`src/rtl/dma_swap_pkg.sv`:
```
package dma_swap_pkg;

  localparam int LANES     = 8;
  localparam int LANE_IDX  = $clog2(LANES);
  localparam int NB_W      = LANE_IDX + 1;
  localparam int LEN_W     = 16;
  localparam int MODE_LSB  = 16;
  localparam int LAST_BIT  = 18;
  localparam int LINK_LSB  = 32;
  localparam int DST_LSB   = 32;

  typedef enum logic [1:0] {
    SWAP_NONE = 2'b00,
    SWAP_H16  = 2'b01,
    SWAP_W32  = 2'b10,
    SWAP_D64  = 2'b11
  } swap_mode_e;

  // XOR applied to a lane index to find its partner inside one element
  function automatic logic [LANE_IDX-1:0] lane_xor(input swap_mode_e m);
    case (m)
      SWAP_H16: return LANE_IDX'(1);
      SWAP_W32: return LANE_IDX'(3);
      SWAP_D64: return LANE_IDX'(7);
      default:  return LANE_IDX'(0);
    endcase
  endfunction

  // Low n lanes enabled
  function automatic logic [LANES-1:0] tail_enables(input logic [NB_W-1:0] n);
    logic [LANES:0] one_hot;
    one_hot = (LANES+1)'(1) << n;
    return LANES'(one_hot - (LANES+1)'(1));
  endfunction

  // Length leaves an incomplete element for the chosen mode
  function automatic logic len_misfit(input logic [LEN_W-1:0] len, input swap_mode_e m);
    return (len & LEN_W'(lane_xor(m))) != '0;
  endfunction

endpackage

```
`src/rtl/dma_lane_swap_net.sv`:
```
module dma_lane_swap_net
  import dma_swap_pkg::*;
#(
  parameter int NLANES = LANES
) (
  input  logic [8*NLANES-1:0]        din,
  input  swap_mode_e                 mode,
  input  logic [$clog2(NLANES):0]    valid_bytes,
  output logic [8*NLANES-1:0]        dout
);
  localparam int IW = $clog2(NLANES);

  logic [IW-1:0] xr;
  assign xr = IW'(lane_xor(mode));

  for (genvar i = 0; i < NLANES; i++) begin : g_lane
    logic [IW-1:0] partner;
    logic [IW:0]   elem_last;
    logic          whole;
    assign partner   = IW'(i) ^ xr;
    assign elem_last = {1'b0, IW'(i) | xr};
    // element is complete when its highest lane lies inside the valid bytes
    assign whole     = elem_last < valid_bytes;
    assign dout[8*i +: 8] = whole ? din[{partner, 3'b000} +: 8] : din[8*i +: 8];
  end

endmodule

```
`src/rtl/dma_desc_latch.sv`:
```
module dma_desc_latch
  import dma_swap_pkg::*;
#(
  parameter int AW = 32
) (
  input  logic             clk,
  input  logic             rst_n,
  input  logic [63:0]      word,
  input  logic             cap_addr,
  input  logic             cap_ctrl,
  output logic [AW-1:0]    src_o,
  output logic [AW-1:0]    dst_o,
  output logic [LEN_W-1:0] len_o,
  output swap_mode_e       mode_o,
  output logic             last_o,
  output logic [AW-1:0]    next_o
);
  always_ff @(posedge clk) begin
    if (!rst_n) begin
      src_o  <= '0;
      dst_o  <= '0;
      len_o  <= '0;
      mode_o <= SWAP_NONE;
      last_o <= 1'b0;
      next_o <= '0;
    end else begin
      if (cap_addr) begin
        src_o <= word[AW-1:0];
        dst_o <= word[DST_LSB +: AW];
      end
      if (cap_ctrl) begin
        len_o  <= word[LEN_W-1:0];
        mode_o <= swap_mode_e'(word[MODE_LSB +: 2]);
        last_o <= word[LAST_BIT];
        next_o <= word[LINK_LSB +: AW];
      end
    end
  end
endmodule

```
`src/rtl/dma_beat_tracker.sv`:
```
module dma_beat_tracker
  import dma_swap_pkg::*;
#(
  parameter int AW = 32
) (
  input  logic             clk,
  input  logic             rst_n,
  input  logic             load,
  input  logic [AW-1:0]    src_i,
  input  logic [AW-1:0]    dst_i,
  input  logic [LEN_W-1:0] len_i,
  input  logic             step,
  output logic [AW-1:0]    src_o,
  output logic [AW-1:0]    dst_o,
  output logic [NB_W-1:0]  nbytes_o,
  output logic             last_o
);
  logic [LEN_W-1:0] remain;

  assign nbytes_o = (remain >= LEN_W'(LANES)) ? NB_W'(LANES) : NB_W'(remain);
  assign last_o   = remain <= LEN_W'(LANES);

  always_ff @(posedge clk) begin
    if (!rst_n) begin
      remain <= '0;
      src_o  <= '0;
      dst_o  <= '0;
    end else if (load) begin
      remain <= len_i;
      src_o  <= {src_i[AW-1:LANE_IDX], LANE_IDX'(0)};
      dst_o  <= {dst_i[AW-1:LANE_IDX], LANE_IDX'(0)};
    end else if (step) begin
      remain <= remain - LEN_W'(nbytes_o);
      src_o  <= src_o + AW'(LANES);
      dst_o  <= dst_o + AW'(LANES);
    end
  end
endmodule

```
`src/rtl/dma_swap_engine.sv`:
```
module dma_swap_engine
  import dma_swap_pkg::*;
#(
  parameter int AW = 32,
  parameter int CW = 8
) (
  input  logic              clk,
  input  logic              rst_n,
  input  logic              start,
  input  logic [AW-1:0]     start_addr,
  output logic              busy,
  output logic              done,
  output logic [2*CW-1:0]   status,
  output logic              desc_done,
  output logic              desc_err,
  output logic              rd_req,
  output logic [AW-1:0]     rd_addr,
  input  logic              rd_rvalid,
  input  logic [8*LANES-1:0] rd_rdata,
  output logic              wr_req,
  output logic [AW-1:0]     wr_addr,
  output logic [8*LANES-1:0] wr_data,
  output logic [LANES-1:0]  wr_be,
  input  logic              wr_ack
);
  localparam int DW = 8 * LANES;

  typedef enum logic [2:0] {
    S_IDLE, S_DESC0, S_DESC1, S_READ, S_WRITE, S_CLOSE, S_FINISH
  } state_e;

  state_e state;

  logic [AW-1:0]     desc_ptr;
  logic [DW-1:0]     beat_q;
  logic [CW-1:0]     desc_cnt, err_cnt;

  // named events for the checker
  logic rd_fire, wr_fire, blk_err, chain_start;

  logic [AW-1:0]     d_src, d_dst, d_next;
  logic [LEN_W-1:0]  d_len;
  swap_mode_e        d_mode;
  logic              d_last;

  logic [AW-1:0]     t_src, t_dst;
  logic [NB_W-1:0]   t_nbytes;
  logic              t_last;
  logic              cap_ctrl;

  assign rd_fire     = rd_req && rd_rvalid;
  assign wr_fire     = wr_req && wr_ack;
  assign chain_start = (state == S_IDLE) && start;
  assign cap_ctrl    = (state == S_DESC1) && rd_fire;
  assign blk_err     = len_misfit(d_len, d_mode);

  dma_desc_latch #(.AW(AW)) u_desc (
    .clk      (clk),
    .rst_n    (rst_n),
    .word     (rd_rdata),
    .cap_addr ((state == S_DESC0) && rd_fire),
    .cap_ctrl (cap_ctrl),
    .src_o    (d_src),
    .dst_o    (d_dst),
    .len_o    (d_len),
    .mode_o   (d_mode),
    .last_o   (d_last),
    .next_o   (d_next)
  );

  dma_beat_tracker #(.AW(AW)) u_beats (
    .clk      (clk),
    .rst_n    (rst_n),
    .load     (cap_ctrl),
    .src_i    (d_src),
    .dst_i    (d_dst),
    .len_i    (rd_rdata[LEN_W-1:0]),
    .step     ((state == S_WRITE) && wr_fire),
    .src_o    (t_src),
    .dst_o    (t_dst),
    .nbytes_o (t_nbytes),
    .last_o   (t_last)
  );

  dma_lane_swap_net #(.NLANES(LANES)) u_swap (
    .din         (beat_q),
    .mode        (d_mode),
    .valid_bytes (t_nbytes),
    .dout        (wr_data)
  );

  always_comb begin
    rd_req  = 1'b0;
    rd_addr = '0;
    case (state)
      S_DESC0: begin rd_req = 1'b1; rd_addr = desc_ptr; end
      S_DESC1: begin rd_req = 1'b1; rd_addr = desc_ptr + AW'(LANES); end
      S_READ:  begin rd_req = 1'b1; rd_addr = t_src; end
      default: ;
    endcase
  end

  assign wr_req    = (state == S_WRITE);
  assign wr_addr   = wr_req ? t_dst : '0;
  assign wr_be     = wr_req ? tail_enables(t_nbytes) : '0;
  assign busy      = (state != S_IDLE);
  assign done      = (state == S_FINISH);
  assign desc_done = (state == S_CLOSE);
  assign desc_err  = desc_done && blk_err;
  assign status    = {err_cnt, desc_cnt};

  always_ff @(posedge clk) begin
    if (!rst_n) begin
      state    <= S_IDLE;
      desc_ptr <= '0;
      beat_q   <= '0;
      desc_cnt <= '0;
      err_cnt  <= '0;
    end else begin
      case (state)
        S_IDLE: if (chain_start) begin
          desc_ptr <= {start_addr[AW-1:LANE_IDX], LANE_IDX'(0)};
          desc_cnt <= '0;
          err_cnt  <= '0;
          state    <= S_DESC0;
        end
        S_DESC0: if (rd_fire) state <= S_DESC1;
        S_DESC1: if (rd_fire)
          state <= (rd_rdata[LEN_W-1:0] == '0) ? S_CLOSE : S_READ;
        S_READ: if (rd_fire) begin
          beat_q <= rd_rdata;
          state  <= S_WRITE;
        end
        S_WRITE: if (wr_fire) state <= t_last ? S_CLOSE : S_READ;
        S_CLOSE: begin
          desc_cnt <= desc_cnt + CW'(1);
          if (blk_err) err_cnt <= err_cnt + CW'(1);
          if (d_last) state <= S_FINISH;
          else begin
            desc_ptr <= {d_next[AW-1:LANE_IDX], LANE_IDX'(0)};
            state    <= S_DESC0;
          end
        end
        S_FINISH: state <= S_IDLE;
        default:  state <= S_IDLE;
      endcase
    end
  end

endmodule

```
`config.mk`:
```
export PLATFORM = sky130hd
export DESIGN_NAME = dma_swap_engine
export DESIGN_NICKNAME = d
export VERILOG_FILES = /design/src/rtl/dma_swap_pkg.sv /design/src/rtl/dma_lane_swap_net.sv /design/src/rtl/dma_desc_latch.sv /design/src/rtl/dma_beat_tracker.sv /design/src/rtl/dma_swap_engine.sv
export SDC_FILE = /design/constraint.sdc
export NUM_CORES = 1
export LEC_CHECK = 0
export ABC_AREA = 1
export BUFFER_PORTS_ARGS = -buffer_cell sky130_fd_sc_hd__buf_4
export CORE_AREA = 3 3 240 242
export CTS_CLUSTER_DIAMETER = 30
export DETAILED_ROUTE_END_ITERATION = 8
export DIE_AREA = 0 0 243 245
export PLACE_DENSITY = 0.44
export SETUP_SLACK_MARGIN = 0.02
export SLEW_MARGIN = 20
export SYNTH_ARGS = -nofsm -noshare
export SYNTH_HDL_FRONTEND = slang
export SYNTH_SLANG_ARGS = --single-unit
```
`constraint.sdc`:
```
create_clock -name clk -period 2.94 [get_ports clk]
set_input_delay 0.147 -clock clk [delete_from_list [all_inputs] [get_ports clk]]
set_output_delay 0.147 -clock clk [all_outputs]
set_load 0.01 [all_outputs]
```
---- Yosys cells after proc, flatten, opt, wreduce, memory -nomap -nowiden ----
Cells that the tools add are included.
Widths: inputs -> output; s select.
storage, ports and cells
  bits in registers ....................... 310
  bits in latches ......................... 0
  RAM bits ................................ 0
  ROM bits ................................ 0
  input bits .............................. 101
  output and inout port bits .............. 158
  logic and storage cells ................. 123
  memories kept ........................... 0
cells by class
  add/sub/neg operators ................... 7
  multiply operators ...................... 0
  div/mod/pow operators ................... 0
  magnitude comparators ................... 10
  equality and inequality tests ........... 16
  shift-type cells ........................ 9
  multiplexer cells ....................... 36
  bitwise operators ....................... 9
  reductions and logical operators ........ 20
operator list
  cell                   count
  $shiftx 64x7->8        8
  $mux 32                7
  $add 32x4->32 const B  3
  $pmux 32 s3            1
  $mux 8                 11
  $pmux 32 s2            1
  $mux 16                2
  $pmux 8 s2             2
  $lt 3x4->1             7
  $mux 3                 8
  $pmux 3 s6             1
  $add 8x1->8 const B    2
  $and 16x3->16          1
  $ge 16x4->1 const B    1
  $le 16x4->1 const B    1
  $logic_not 16->1       1
  $reduce_bool 16->1     1
  $sub 16x4->16          1
  $ne 2x2->1 const B     5
  $eq 3x3->1 const B     3
  $pmux 3 s3             1
  $shl 1x4->8 const A    1
  $sub 8x1->8 const B    1
  $logic_and 1x1->1      7
  other kinds (19)       30

---- Longest topological paths before layout ----
  word-level depth ........................ 6
  gate-level depth with buffers ........... 15

---- Cells and area by module ----
A second synthesis with hierarchy kept.
unflattened totals
  cell total of the unflattened synthesis .. 3034
  area total of the unflattened synthesis .. 18532.8 µm²
modules (own cells, without submodules)
  module             instances  cells each  area an instance (µm²)
  dma_swap_engine    1          1065        6495.0
  dma_beat_tracker   1          729         4934.7
  dma_desc_latch     1          677         4526.8
  dma_lane_swap_net  1          563         2576.2

---- Worst setup path before layout ----
Ideal clock, no wire load.
  path type ............................... register -> output
  start point ............................. register u_beats.remain[4]
  end point ............................... output port wr_data[21]
  arrival time ............................ 2022 ps
  data required time ...................... 2793 ps
  slack ................................... 771 ps
  cell stages (with the launch flop) ...... 15
  path buffers ............................ 1
  cell sequence ........................... dfxtp_1 nor2_4 nand2_2 nor2_4 nand2_4 inv_4 nand2_1 inv_1 ha_1 inv_1 nor2_1 a21boi_4 buf_6 nand2_1 o21ai_1
between the ends
  longest elaborated chain between the ends .. 4
ends and longest elaborated chain
  item                    line                     source
  start, declared         dma_beat_tracker.sv:18   logic [LEN_W-1:0] remain;
  start signal, assigned  dma_beat_tracker.sv:29   remain <= len_i;
  start signal, assigned  dma_beat_tracker.sv:33   remain <= remain - LEN_W'(nbytes_o);
  $ge 16x4->1             dma_beat_tracker.sv:20   assign nbytes_o = (remain >= LEN_W'(LANES)) ? NB_W'(LANES) : NB_W'(remain);
  $mux 4                  dma_beat_tracker.sv:20
  $lt 3x4->1              dma_lane_swap_net.sv:23  assign whole = elem_last < valid_bytes;
  $mux 8                  dma_lane_swap_net.sv:24  assign dout[8*i +: 8] = whole ? din[{partner, 3'b000} +: 8] : din[8*i +: 8];
  end, declared           dma_swap_engine.sv:22    output logic [8*LANES-1:0] wr_data,
No other way between the ends.

---- Worst setup path after layout ----
  start point ............................. register u_beats.remain[8]
  end point ............................... output port wr_data[38]
The elaborated chain is that of the path after synthesis.

==> impl_metrics.toml <==
[status]
outcome = "complete, no violations"

[routing]
drt-pass1-iter-count = 5
wl_per_cell_um = 21.1
vias = 19100
vias_per_cell = 5.07
ant_nets = 0
totalWireLength_mm = 79.4
drt-initial-drc-count = 1475
drcViolationCount = 0

[global_routing]
overflow = 0
grt_max_degree = 79
antenna_found_initial = 0
grt_pass1_vias = 18300
grt_use_total_pct = 25.8
grt_pass1_wl_mm = 117

[die]
io_pins = 259
die_y_um = 245
fp-row-count = 86
die_area_mm2 = 0.0595
initial_core_util_pct = 30.0
coreArea_mm2 = 0.0553
dieWidth_um = 243

[clocking]
cts_buffers = 85
cts_tree = "built"
cts_buffer_depth = 3
htreeDepth = 3
cts_root_buffer = "clkbuf_16"
cts_sinks = 279
insertion_delay_ps = 620
clk_pin_slew_ps = 40

[placed_design]
placed_cell_area_mm2 = 0.0191
post-dp-hpwl_mm = 59.1
dp.cells = 3486
gp_congestion = 0.936
io_buffers = 249

[timing]
min_period_ps = 2850
min_period_over_period_pct = 96.9
hold_viol_final = 0
relSlewSlack_pct = 51.5
max_freq_mhz = 351
finalClockSkew_ps = 26.4
timing.hold.ws_ps = 10.5
tightest_slew_ps = 727
setup_violations = 0
rsz0062_at_grt = "yes"
tns_ps = 0
maxSlewViolCount = 0

[power_and_ir_drop]
peakVddDrop_v = 0.000507
leakage_nw = 9.62
p_per_area_mw_per_mm2 = 855

[synthesis]
synth.avg_cell_area_um2 = 6.39
ys_seq_area_share_pct = 33.6
async_flop_share_pct = 0
synthCells = 2600
synth.distinct_cells = 53
yosys_most_used_dff = "dfxtp_1"
synth_edf_count = 0
ys_ff_latch = 279
ys.warnings.count = 0
syn-cell-area_mm2 = 0.0166

[run]
max-cap-violations = 0

[worst_setup_path]
cp-end-kind = "output port"
start_kind = "flip-flop"
crit_type = "reg -> out"
critPathMaxFanout = 8
crit_arrival_ps = 2700
cp_data_required_time_ps = 2790

[final_layout]
nets = 3056
final_cells = 3758
drive_gt1_share_pct = 18.5
area_growth_pct = 40.6
final_core_util_pct = 42.3
fin_area_mm2 = 0.0234

[worst_hold_path]
hold_path_class = "in -> reg"
final timing paths:
check                                      start  depth (start not counted)  slack (ps)                        endpoint
setup / recovery  u_beats.remain[8]$_SDFFE_PN0P_                         12          90                     wr_data[38]
hold / removal                            wr_ack                          4          10           state[2]$_SDFFE_PN0P_
setup reg to reg           state[2]$_SDFFE_PN0P_                          9         750   u_desc.src_o[26]$_SDFFE_PN0P_
hold reg to reg   u_desc.next_o[31]$_SDFFE_PN0P_                          2         460  u_desc.next_o[31]$_SDFFE_PN0P_
cell families (layout without fill, tap and decap cells):
kind of cell,Yosys count,after routing,synth area share [%]
flops,279,279,33.6
other cells,1,8,0.0226
xor+xnor,55,55,2.90
buf+inv,427,829,10.6
simple gates,1144,1145,28.9
fa+ha+maj,11,11,0.828
compound gates,683,683,23.1
cell usage after synthesis, types with 2 or more instances:
cell       instances  area [µm²]
a21o_1             6        45.0
a21oi_1          203        1020
a22oi_1           11        82.6
a31oi_1           49         307
and3_1             4        25.0
buf_1              8        30.0
buf_2             53         265
buf_4             15         113
buf_6              5        56.3
clkbuf_1          87         327
dfxtp_1          279        5590
ha_1              11         138
inv_1            247         927
inv_2             10        37.5
nand2_1          627        2350
nand2_2            9        56.3
nand2_4            4        45.0
nand2b_1           2        12.5
nand3_1          125         626
nand3b_1           2        15.0
nand4_1           25         156
nor2_1           273        1020
nor2_2             6        37.5
nor2_4             9         101
nor3_1            43         215
nor4_1             4        25.0
o2111ai_1          9        78.8
o211ai_1          44         330
o21ai_0          297        1490
o21ai_1           12        60.1
o21bai_1           3        22.5
o221ai_1          21         184
o22ai_1           17         106
o31ai_1            4        30.0
or2_2              5        31.3
xnor2_1            5        43.8
xor2_1            50         438
cell type report:
cell class                 count  area [µm²]
inverter                     259         980
tap                          748         936
multi-input combinational   1901        9460
fill                        5912       31900
clock inverter                32         423
sequential                   279        5610
antenna                        1        2.50
clock buffer                 120        2470
timing repair buffer         418        3500
state kept, by name, summed over array words and instances (netlist names), 2 cells and up:
register and count:
u_beats.src_o 29, u_desc.src_o 29, u_beats.remain 16, desc_ptr 29
u_desc.next_o 29, desc_cnt 8, state 3, u_desc.len_o 3
beat_q 64, u_beats.dst_o 29, u_desc.mode_o 2, u_desc.dst_o 29
err_cnt 8
report_power, final:
group          internal, mW  total [mW]  switching [mW]  leakage, nW
combinational          2.05        5.92            3.87         5.92
sequential             4.34        4.92           0.588         2.27
clock                  6.41        9.13            2.73         1.43
worst max-delay path, stage by stage (launching register included):
cell and delay, ps:
dfxtp_2 330, nor2_4 130, nand2_2 90, nor2_4 120, nand2_4 130, nor2_4 210, ha_4 240, a21oi_4 130
nand2_1 110, nand2_4 170, nand2_1 70, o21ai_1 180, buf_4 190
cell usage in the layout (no fill, tap or decap), drive strengths merged, types with 3 or more instances in the layout:
| cell type | netlist | layout |
|---|---|---|
| nand2 | 640 | 641 |
| buf | 81 | 319 |
| o21ai | 310 | 310 |
| nor2 | 289 | 289 |
| dfxtp | 279 | 279 |
| inv | 258 | 263 |
| a21oi | 204 | 204 |
| nand3 | 127 | 127 |
| clkbuf | 87 | 120 |
| dlygate4sd3 | 0 | 99 |
| xor2 | 50 | 50 |
| a31oi | 49 | 49 |
| nor3 | 45 | 45 |
| o211ai | 44 | 44 |
| nand4 | 25 | 25 |
| o221ai | 21 | 21 |
| clkinv | 1 | 19 |
| o22ai | 17 | 17 |
| a22oi | 11 | 11 |
| ha | 11 | 11 |
| o2111ai | 9 | 9 |
| conb | 1 | 7 |
| bufinv | 0 | 7 |
| or2 | 6 | 6 |
| a21o | 6 | 6 |
| xnor2 | 5 | 5 |
| o31ai | 5 | 5 |
| nor4 | 4 | 4 |
| and3 | 4 | 4 |
| o21bai | 3 | 3 |
through the flow:
stage	setup WS, ps	power, mW
CTS	8.58	19.9
finish	92.5	20.0
detailed placement	376	10.1
floorplan	771	8.09
global placement	417	10.0
global route	-26.2	20.9
what timing repair did:
action	in CTS	in global routing
endpoints found under the hold margin	190	0
setup endpoints to repair	47	62
setup buffers	9	10
pin swaps	9	16
gates resized for setup	17	53
gates cloned	2	0
hold buffers	99	0
routing by layer:
layer,GRT usage [%],share of wire (%)
met3,4.15,4.9
met1,34.5,46
met5,0,0
met2,42.7,46
met4,7.79,2.8
(Power assumes the default switching activity.)
